## src/rtl/adc_ctrl_pkg.sv

```systemverilog
package adc_ctrl_pkg;
    typedef enum logic [1:0] {
        S_IDLE    = 2'd0,
        S_START   = 2'd1,
        S_CONVERT = 2'd2
    } conv_state_t;

    // register A bit positions
    localparam int RA_GO    = 0;
    localparam int RA_AUTO  = 1;
    localparam int RA_IE    = 2;
    localparam int RA_FLAG  = 3;
    localparam int RA_PS_LO = 4;
    // register B bit positions
    localparam int RB_HS     = 0;
    localparam int RB_SEL_LO = 1;
endpackage

```

## src/rtl/adc_prescaler.sv

```systemverilog
module adc_prescaler #(
    parameter int SEL_W = 3
) (
    input  logic             clk,
    input  logic             rst_n,
    input  logic [SEL_W-1:0] code,
    output logic             tick
);
    localparam int CNT_W = (2 ** SEL_W) - 1;

    logic [CNT_W-1:0] cnt_q;
    logic [CNT_W-1:0] lim_q;
    logic [CNT_W-1:0] lim_new;
    logic [CNT_W:0]   span;
    logic [SEL_W-1:0] shift;

    always_comb begin
        shift   = (code == '0) ? SEL_W'(1) : code;
        span    = (CNT_W + 1)'(1) << shift;
        lim_new = CNT_W'(span - 1'b1);
    end

    assign tick = (cnt_q == lim_q);

    always_ff @(posedge clk or negedge rst_n) begin
        if (!rst_n) begin
            cnt_q <= '0;
            lim_q <= CNT_W'(1);
        end else if (tick) begin
            cnt_q <= '0;
            lim_q <= lim_new;
        end else begin
            cnt_q <= cnt_q + 1'b1;
        end
    end
endmodule

```

## src/rtl/adc_edge_pick.sv

```systemverilog
module adc_edge_pick #(
    parameter int N_EVT = 16,
    parameter int SEL_W = 4
) (
    input  logic             clk,
    input  logic             rst_n,
    input  logic [N_EVT-1:0] evt,
    input  logic [SEL_W-1:0] sel,
    output logic             hit
);
    localparam int SPAN = 2 ** SEL_W;

    logic [N_EVT-1:0] prev_q;
    logic [N_EVT-1:0] rise;
    logic [SPAN-1:0]  rise_pad;

    always_ff @(posedge clk or negedge rst_n) begin
        if (!rst_n) prev_q <= '0;
        else        prev_q <= evt;
    end

    assign rise = evt & ~prev_q;

    generate
        if (N_EVT >= SPAN) begin : g_full
            assign rise_pad = rise[SPAN-1:0];
        end else begin : g_pad
            assign rise_pad = {{(SPAN - N_EVT){1'b0}}, rise};
        end
    endgenerate

    assign hit = rise_pad[sel];
endmodule

```

## src/rtl/adc_ctrl_regs.sv

```systemverilog
module adc_ctrl_regs
    import adc_ctrl_pkg::*;
#(
    parameter int PS_W  = 3,
    parameter int SEL_W = 4
) (
    input  logic             clk,
    input  logic             rst_n,
    input  logic             wr_en,
    input  logic             addr,
    input  logic [7:0]       wdata,
    output logic [7:0]       rdata,
    input  logic             finish,
    input  logic             ack,
    input  logic             busy,
    output logic             start_req,
    output logic             auto_en,
    output logic             int_en,
    output logic             flag,
    output logic [PS_W-1:0]  ps_code,
    output logic             hs_mode,
    output logic [SEL_W-1:0] src_sel
);
    logic       wr_a;
    logic       wr_b;
    logic [7:0] reg_a_view;
    logic [7:0] reg_b_view;
    logic       unused_bits;

    assign wr_a        = wr_en && !addr;
    assign wr_b        = wr_en && addr;
    assign start_req   = wr_a && wdata[RA_GO];
    assign unused_bits = ^{wdata[7:RA_PS_LO+PS_W], wdata[7:RB_SEL_LO+SEL_W]};

    always_ff @(posedge clk or negedge rst_n) begin
        if (!rst_n) begin
            auto_en <= 1'b0;
            int_en  <= 1'b0;
            ps_code <= '0;
        end else if (wr_a) begin
            auto_en <= wdata[RA_AUTO];
            int_en  <= wdata[RA_IE];
            ps_code <= wdata[RA_PS_LO +: PS_W];
        end
    end

    always_ff @(posedge clk or negedge rst_n) begin
        if (!rst_n) begin
            hs_mode <= 1'b0;
            src_sel <= '0;
        end else if (wr_b) begin
            hs_mode <= wdata[RB_HS];
            src_sel <= wdata[RB_SEL_LO +: SEL_W];
        end
    end

    // set has priority over any clear in the same cycle
    always_ff @(posedge clk or negedge rst_n) begin
        if (!rst_n)                              flag <= 1'b0;
        else if (finish)                         flag <= 1'b1;
        else if (ack || (wr_a && wdata[RA_FLAG])) flag <= 1'b0;
    end

    always_comb begin
        reg_a_view                      = '0;
        reg_a_view[RA_GO]               = busy;
        reg_a_view[RA_AUTO]             = auto_en;
        reg_a_view[RA_IE]               = int_en;
        reg_a_view[RA_FLAG]             = flag;
        reg_a_view[RA_PS_LO +: PS_W]    = ps_code;
        reg_b_view                      = '0;
        reg_b_view[RB_HS]               = hs_mode;
        reg_b_view[RB_SEL_LO +: SEL_W]  = src_sel;
        rdata = addr ? reg_b_view : reg_a_view;
    end
endmodule

```

## src/rtl/adc_conv_fsm.sv

```systemverilog
module adc_conv_fsm
    import adc_ctrl_pkg::*;
(
    input  logic        clk,
    input  logic        rst_n,
    input  logic        start_req,
    input  logic        trig_hit,
    input  logic        auto_en,
    input  logic        conv_done,
    output logic        conv_start,
    output logic        busy,
    output logic        converting,
    output logic        finish
);
    conv_state_t state_q;
    conv_state_t state_d;
    logic        launch;

    assign launch = start_req || (auto_en && trig_hit);

    always_ff @(posedge clk or negedge rst_n) begin
        if (!rst_n) state_q <= S_IDLE;
        else        state_q <= state_d;
    end

    always_comb begin
        state_d = state_q;
        unique case (state_q)
            S_IDLE:    if (launch) state_d = S_START;
            S_START:   state_d = S_CONVERT;
            S_CONVERT: if (conv_done) state_d = S_IDLE;
            default:   state_d = S_IDLE;
        endcase
    end

    always_comb begin
        conv_start = (state_q == S_START);
        converting = (state_q == S_CONVERT);
        busy       = (state_q != S_IDLE);
        finish     = converting && conv_done;
    end
endmodule

```

## src/rtl/adc_seq_ctrl.sv

```systemverilog
module adc_seq_ctrl #(
    parameter int N_EVT = 16,
    parameter int PS_W  = 3,
    parameter int SEL_W = 4
) (
    input  logic             clk,
    input  logic             rst_n,
    input  logic             reg_wr_en,
    input  logic             reg_addr,
    input  logic [7:0]       reg_wdata,
    output logic [7:0]       reg_rdata,
    input  logic [N_EVT-1:0] event_flags,
    input  logic             conv_done,
    input  logic             irq_ack,
    output logic             conv_start,
    output logic             adc_clk_en,
    output logic             adc_hs_mode,
    output logic             irq
);
    logic             start_req;
    logic             auto_en;
    logic             int_en;
    logic             flag_w;
    logic [PS_W-1:0]  ps_code;
    logic [SEL_W-1:0] src_sel;
    logic             trig_hit;
    logic             busy;
    logic             st_convert;
    logic             finish;

    adc_ctrl_regs #(.PS_W(PS_W), .SEL_W(SEL_W)) u_regs (
        .clk(clk), .rst_n(rst_n), .wr_en(reg_wr_en), .addr(reg_addr),
        .wdata(reg_wdata), .rdata(reg_rdata), .finish(finish), .ack(irq_ack),
        .busy(busy), .start_req(start_req), .auto_en(auto_en), .int_en(int_en),
        .flag(flag_w), .ps_code(ps_code), .hs_mode(adc_hs_mode), .src_sel(src_sel)
    );

    adc_prescaler #(.SEL_W(PS_W)) u_ps (
        .clk(clk), .rst_n(rst_n), .code(ps_code), .tick(adc_clk_en)
    );

    adc_edge_pick #(.N_EVT(N_EVT), .SEL_W(SEL_W)) u_edge (
        .clk(clk), .rst_n(rst_n), .evt(event_flags), .sel(src_sel), .hit(trig_hit)
    );

    adc_conv_fsm u_fsm (
        .clk(clk), .rst_n(rst_n), .start_req(start_req), .trig_hit(trig_hit),
        .auto_en(auto_en), .conv_done(conv_done), .conv_start(conv_start),
        .busy(busy), .converting(st_convert), .finish(finish)
    );

    assign irq = flag_w && int_en;
endmodule

```

## config.mk

```make
export PLATFORM = sky130hd
export DESIGN_NAME = adc_seq_ctrl
export DESIGN_NICKNAME = d
export VERILOG_FILES = /design/src/rtl/adc_ctrl_pkg.sv /design/src/rtl/adc_prescaler.sv /design/src/rtl/adc_edge_pick.sv /design/src/rtl/adc_ctrl_regs.sv /design/src/rtl/adc_conv_fsm.sv /design/src/rtl/adc_seq_ctrl.sv
export SDC_FILE = /design/constraint.sdc
export NUM_CORES = 1
export LEC_CHECK = 0
export BUFFER_PORTS_ARGS = -buffer_cell sky130_fd_sc_hd__buf_2
export CORE_ASPECT_RATIO = 0.7
export CORE_MARGIN = 2
export CORE_UTILIZATION = 50
export DETAILED_ROUTE_END_ITERATION = 8
export PLACE_DENSITY = 0.8
export SYNTH_ARGS = -nofsm -noshare
export SYNTH_HDL_FRONTEND = slang
export SYNTH_SLANG_ARGS = --single-unit
```

## constraint.sdc

```tcl
create_clock -name clk -period 2.01 [get_ports clk]
set_input_delay 0.201 -clock clk [delete_from_list [all_inputs] [get_ports clk]]
set_output_delay 0.201 -clock clk [all_outputs]
set_load 0.005 [all_outputs]
```

==> results of run 1 <==
cells by family after synthesis:
family	Yosys count	synth area share [%]
multiplexers	23	15.0
other	2	0.385
adder cells (fa/ha/maj)	2	1.28
XOR/XNOR	13	5.84
flip-flops	43	55.3
AO/OA/AOI/OAI	10	3.85
AND/OR/NAND/NOR	52	15.2
buffers and inverters	11	3.14
power groups by stage:
stage	clock, mW	sequential, mW	combinational (mW)
after floorplan	0	1.17	0.385
after global routing	0.846	1.24	0.585
after detailed placement	0	1.23	0.533
final	0.786	1.21	0.527
after CTS	0.805	1.22	0.537
after global placement	0	1.22	0.496
final cells by class:
| cell class | count | share of cell area (%) |
|---|---|---|
| clock buffers | 5 | 2.92 |
| clock inverters | 3 | 2.86 |
| inverters | 6 | 0.954 |
| multi-input cells | 102 | 34.4 |
| flip-flops and latches | 43 | 45.7 |
| well taps | 50 | 2.65 |
| repair buffers | 46 | 10.6 |
worst min-delay path by stage:
stage / startpoint / to / slack, ns / cells after the start
finish: event_flags[0] / u_edge.prev_q[0] / 0.02 / 1
CTS: event_flags[1] / u_edge.prev_q[1] / 0.01 / 1
floorplan: rst_n / u_edge.prev_q[0] / -0.09 / 0
global placement: rst_n / u_edge.prev_q[7] / 0.22 / 1
detailed placement: rst_n / u_edge.prev_q[6] / 0.24 / 1
global route: event_flags[4] / u_edge.prev_q[4] / 0.008 / 1
sequential cells by signal (all words and copies together), names as in the netlist:
signal          flops
u_edge.prev_q      16
u_ps.cnt_q          7
u_ps.lim_q          7
u_regs.src_sel      4
u_regs.ps_code      3
u_fsm.state_q       2
u_regs.auto_en      1
u_regs.flag         1
u_regs.hs_mode      1
u_regs.int_en       1
metrics by stage:
stage               cell area (µm²)  setup WS, ns
global route                   2360         0.123
global placement               2210         0.395
CTS                            2360         0.219
floorplan                      1950         0.490
detailed placement             2210         0.341
finish                         2360         0.235
metal layers:
metal,vias up,track usage (%)
met2,49,31.4
met4,0,6.27
met1,642,24.8
li1,616,-
met3,9,5.19
met5,-,0
placed cells by master, fill, tap and decap left out, types with 2 or more instances in the layout:
master and count:
sky130_fd_sc_hd__dfrtp_1 42, sky130_fd_sc_hd__buf_2 39, sky130_fd_sc_hd__mux2_2 16, sky130_fd_sc_hd__nor2b_1 15, sky130_fd_sc_hd__nor2_1 12, sky130_fd_sc_hd__xnor2_1 8, sky130_fd_sc_hd__nand2_1 7, sky130_fd_sc_hd__inv_1 6
sky130_fd_sc_hd__buf_4 6, sky130_fd_sc_hd__xor2_1 5, sky130_fd_sc_hd__nand2b_1 5, sky130_fd_sc_hd__clkbuf_8 5, sky130_fd_sc_hd__nand3_1 3, sky130_fd_sc_hd__mux2i_1 3, sky130_fd_sc_hd__and3_1 2, sky130_fd_sc_hd__o21ai_0 2
sky130_fd_sc_hd__or2_2 2, sky130_fd_sc_hd__mux4_2 2, sky130_fd_sc_hd__ha_1 2, sky130_fd_sc_hd__conb_1 2, sky130_fd_sc_hd__bufinv_16 2
worst reg2reg max path: stages, from the launching register on:
cell,delay [ns]
sky130_fd_sc_hd__dfstp_2,0.55
sky130_fd_sc_hd__xnor2_1,0.11
sky130_fd_sc_hd__nand4_1,0.15
sky130_fd_sc_hd__nor4_4,0.19
sky130_fd_sc_hd__buf_4,0.23
sky130_fd_sc_hd__mux2_2,0.34
==> implementation parameters, run 1 <==
Parameter                              Value

STA
  Minimum clock period    1.77 ns
  Worst Hold Margin    0.0247 ns
  Clock tree skew after final layout    0.00485 ns
  Fin. max-slew vios    0
  Total of endpoints with negative setup slack in the final report    0
  RSZ-0062 raised after global routing    false
  Worst Tran Pin Value    0.594 ns
  Share of the clock period used by the worst path    88.3%
  Total negative setup slack    0 ns
  Worst rel slew slack    60.4%
  Number of hold violations in the final report    0
  Achievable frequency    0.563 GHz

Finish
  Fraction of final layout cells with drive strength greater than 1    37.1%
  Core occupancy in the finished layout    65.1%
  Final instance count without filler cells    255
  Multi-input combinational cell area    811 µm²
  Area growth syn-to-layout    21.1%
  Number of nets in the final layout    236
  Footprint of the flip-flops and latches    1080 µm²
  Number of diodes added for antenna fixing    0
  Fill cells    284

Power
  Relative contribution of sequential cells to total power    48.0%
  Part of the total power dissipated in combinational logic    20.9%
  NetSw    0.704 mW
  Switching share of power    27.9%
  Clock share of power    31.1%
  Internal Pwr Total    1.82 mW
  Final Power    2.52 mW
  Static Leakage    1.09 nW
  Power density normalized to cell area    1070 nW/µm²
  Worst IR Drop VDD    0.631 mV

Die
  Width of the die    78.6 µm
  Count of pins on the block boundary    42
  Core box area    3630 µm²
  Die Footprint    4420 µm²
  Die Ht    56.2 µm
  Initial Util    53.8%
  Number of cell rows    18

Place
  Number of input and output port buffers inserted    39
  Placed wire-length estimate    2.99 mm
  Instance count after placement with tap cells included    246
  Placer's final routability congestion estimate    0.774

Detailed routing
  Vias after detailed routing    1316
  First-iteration detailed-routing DRC count    86
  Highest signal layer in the routed design    met4
  Total DRC errors in the routed layout    0
  Met1 layer wirelength in the final routing    1.60 mm
  Final wirelength    3.81 mm
  Detailed Routing Iterations Pass 1    4
  WL met2    1.87 mm
  Antenna Nets Post-Route    0
  Routed length per instance    14.9 µm
  Met3 Wirelength    271 µm
  Routed vias/inst    5.16

Synthesis
  Share of flip-flops with an asynchronous set or reset after synthesis    100%
  Main flop type after synthesis    sky130_fd_sc_hd__dfrtp_1
  Mean area per synthesized cell    12.5 µm²
  Yosys warnings    0
  Most instantiated library cell after synthesis    sky130_fd_sc_hd__dfrtp_1
  Area share of the largest cell type after synthesis    53.9%
  Largest cells by area after synthesis    sky130_fd_sc_hd__dfrtp_1, sky130_fd_sc_hd__mux2_2, sky130_fd_sc_hd__nor2b_1, sky130_fd_sc_hd__xnor2_1, sky130_fd_sc_hd__mux4_2
  Commonest cells in the synthesized netlist    sky130_fd_sc_hd__dfrtp_1, sky130_fd_sc_hd__mux2_2, sky130_fd_sc_hd__nor2b_1
  Most area-hungry cell type in the Yosys netlist    sky130_fd_sc_hd__dfrtp_1
  Seq/Total Area, Yosys    55.3%
  Unique cell type count in the Yosys netlist    38
  Gate count of the mapped netlist    156
  Syn_nets    188
  Number of flops mapped to enable cells by yosys    0
  Synthesis-stage register bit count    43
  Cell area after synthesis    1950 µm²

Setup path
  Highest cell delay on the worst timing path    0.55 ns
  Worst R2R Path Depth    5
  Cells traversed along the worst timing path    xnor2_1, nand4_1, nor4_4, buf_4, buf_2
  Slowest cell on crit path    sky130_fd_sc_hd__dfstp_2
  Crit path launch type    flip-flop
  Reg-to-Reg Start    u_ps.lim_q[0]
  Register-to-register setup slack    0.33 ns
  End of the critical path    adc_clk_en
  Crit path max-delay family    flip-flops
  Crit path kind    flip-flop to output pin
  Timing startpoint of the critical path    u_ps.lim_q[0]
  Worst Path Arrival    1.57 ns
  Critical Path Fanout Max    6
  Data required, critical path    1.81 ns
  Worst path bufs/invs    2
  Capturing element type of the critical path    output pin
  Critical register-to-register path endpoint    u_ps.lim_q[6]
  Number of cells on the critical path    5

Clock network
  Setup fix buffers added after clock tree synthesis    0
  Hold Buf Count CTS    1
  Number of H-tree levels    2
  Clock transition at path regs    0.08 ns
  Total CTS buffers    5
  Clock insertion delay at the later pin of the skew report    0.29 ns
  Maximum number of buffers from clock root to sink    2
  Clock root buffer    sky130_fd_sc_hd__clkbuf_8
  Total clock sinks    43
  Number of gates resized after cts    0
  CTS tree    done

GRT
  Number of antenna violations at the first check in global routing    0
  Remaining Overflow, GRT    0
  Via count of the first global-routing pass    1372
  Pin count of the biggest net entering global routing    28
  Aggregate global-route resource usage    19.2%
  Global-route wire length before repair    6.38 mm

Flow run
  Max-capacitance violation count    0

Worst hold path
  Worst hold path type    input pin to flip-flop

Status
  Status    finished, final reports clean
Power figures use the tool's default switching activity.
==> run 2: changes to the inputs <==
Clock period 2.01 ns to 1.7 ns, I/O delays scaled along.
==> implementation parameters, run 2 (synthesis gave the netlist of run 1 again) <==
Parameter                              Value

STA
  RSZ-0062 raised after global routing    true
  Number of hold violations in the final report    0 (unchanged)
  Worst rel slew slack    65.5% (+5.1 points)
  Worst Slack Setup Final    0.0285 ns (-0.207 ns)
  Minimum clock period    1.67 ns
  Total of endpoints with negative setup slack in the final report    0 (unchanged)
  Fin. max-slew vios    0 (unchanged)
  Clock tree skew after final layout    0.00595 ns (+0.00111 ns)
  Share of the clock period used by the worst path    98.3%
  Achievable frequency    0.598 GHz
  Worst Tran Pin Value    0.518 ns (-0.0760 ns)

Detailed routing
  Final wirelength    3.68 mm (-3.5%)
  Total DRC errors in the routed layout    0 (unchanged)
  Antenna Nets Post-Route    0 (unchanged)
  First-iteration detailed-routing DRC count    44 (-49%)
  Vias after detailed routing    1338 (+1.7%)
  Routed vias/inst    4.96 (-4.0%)
  Detailed Routing Iterations Pass 1    4 (unchanged)
  Routed length per instance    13.6 µm (-8.9%)

Clock network
  CTS tree    done
  Clock root buffer    sky130_fd_sc_hd__clkbuf_8
  Maximum number of buffers from clock root to sink    2 (unchanged)
  Clock insertion delay at the later pin of the skew report    0.29 ns (about the same)
  Clock transition at path regs    0.07 ns (about the same)
  Number of H-tree levels    2 (unchanged)
  Total clock sinks    43 (unchanged)
  Total CTS buffers    5 (unchanged)

Die
  Core box area    3630 µm² (unchanged)
  Count of pins on the block boundary    42 (unchanged)
  Die Footprint    4420 µm² (unchanged)
  Die Ht    56.2 µm (unchanged)
  Initial Util    53.8% (unchanged)
  Number of cell rows    18 (unchanged)
  Width of the die    78.6 µm (unchanged)

Finish
  Registers with the most flip-flops    u_edge.prev_q (16), u_ps.cnt_q (7), u_ps.lim_q (7)
  Most used cells in the layout excluding fill and tap cells    sky130_fd_sc_hd__dfrtp_1, sky130_fd_sc_hd__buf_2, sky130_fd_sc_hd__mux2_2
  Largest Register    u_edge.prev_q
  Most common cell after layout, fill and taps aside    sky130_fd_sc_hd__dfrtp_1
  Area growth syn-to-layout    27.4%
  Number of nets in the final layout    251 (+6.4%)
  Fraction of final layout cells with drive strength greater than 1    35.9% (-1.2 points)
  Core occupancy in the finished layout    68.5% (+3.4 points)
  Final design instance area without fill    2480 µm² (+5.2%)
  Number of diodes added for antenna fixing    0 (unchanged)
  Largest register FFs    16 (unchanged)

Power
  Final Power    2.83 mW (+12%)
  Worst IR Drop VDD    0.712 mV (+13%)
  Power density normalized to cell area    1140 nW/µm² (+6.4%)
  Static Leakage    1.16 nW (+6.0%)

Setup path
  Crit path max-delay family    flip-flops
  Capturing element type of the critical path    output pin
  Highest cell delay on the worst timing path    0.55 ns (about the same)
  Data required, critical path    1.53 ns (-0.28 ns)
  Worst Path Arrival    1.50 ns (-0.07 ns)
  Critical Path Fanout Max    2 (-4)
  Worst path bufs/invs    2 (unchanged)
  Cells traversed along the worst timing path    xnor2_2, nand4_1, nor4_4, buf_4, buf_6
  Slowest cell on crit path    sky130_fd_sc_hd__dfstp_2
  Crit path kind    flip-flop to output pin
  Crit path launch type    flip-flop

GRT
  Pin count of the biggest net entering global routing    44 (+57%)
  Number of antenna violations at the first check in global routing    0 (unchanged)
  Remaining Overflow, GRT    0 (unchanged)
  Aggregate global-route resource usage    18.4% (-0.76 points)
  Global-route wire length before repair    6.25 mm (-2.1%)
  Via count of the first global-routing pass    1345 (-2.0%)

Flow run
  Max-capacitance violation count    0 (unchanged)

Place
  Area of placed instances    2220 µm² (+0.34%)
  Placed wire-length estimate    2.70 mm (-9.7%)
  Place WS    0.0757 ns (-0.265 ns)
  Number of input and output port buffers inserted    39 (unchanged)
  Placer's final routability congestion estimate    0.787 (+1.7%)

Status
  Status    finished, final reports clean

Worst hold path
  Worst hold path type    input pin to flip-flop
run 2: timing repair:
item	4_1_cts	5_1_grt
setup buffers	1	2
hold endpoints to repair	53	0
hold buffers	12	0
pin swaps	2	1
gates resized for setup	1	1
setup endpoints to repair	1	6
run 2: worst paths after layout:
| kind | startpoint | endpoint | slack [ns] | cells after the start |
|---|---|---|---|---|
| max | u_ps.lim_q[0] | adc_clk_en | 0.03 | 5 |
| min | event_flags[9] | u_edge.prev_q[9] | 0.007 | 1 |
| max reg2reg | u_ps.lim_q[0] | u_ps.lim_q[6] | 0.11 | 5 |
| min reg2reg | u_ps.cnt_q[0] | u_ps.cnt_q[0] | 0.54 | 1 |
| max in group asynchronous | rst_n | u_ps.lim_q[0] | 0.85 | 3 |
| min in group asynchronous | rst_n | u_ps.lim_q[5] | 0.48 | 3 |
run 2: per-stage QoR:
stage | cells | setup TNS, ns | hold slack [ns]
finish | 270 | 0 | 0.00661
global route | 270 | -0.0732 | 0.000841
CTS | 268 | -0.0564 | 0.0000358
detailed placement | 247 | 0 | 0.270
global placement | 247 | 0 | 0.252
floorplan | 156 | 0 | -0.126
run 2: final cells by class:
cell class,instances,area [µm²]
clock inverter,1,30.0
inverter,6,22.5
fill,280,1140
tap,50,62.6
timing repair buffer,61,397
clock buffer,7,76.3
sequential,43,1080
multi-input combinational,102,818
run 2: power breakdown:
part / internal [mW] / leakage, nW / switching, mW
clock network: 0.439 / 0.0524 / 0.318
registers: 1.23 / 0.518 / 0.204
logic: 0.360 / 0.590 / 0.281
total: 2.03 / 1.16 / 0.803
run 2: metal layers:
| metal | vias up | wire length (µm) | global-route usage (%) |
|---|---|---|---|
| li1 | 650 | - | - |
| met1 | 652 | 1770 | 25.6 |
| met2 | 31 | 1700 | 28.9 |
| met3 | 5 | 164 | 4.38 |
| met4 | 0 | 45 | 5.26 |
| met5 | - | 0 | 0 |
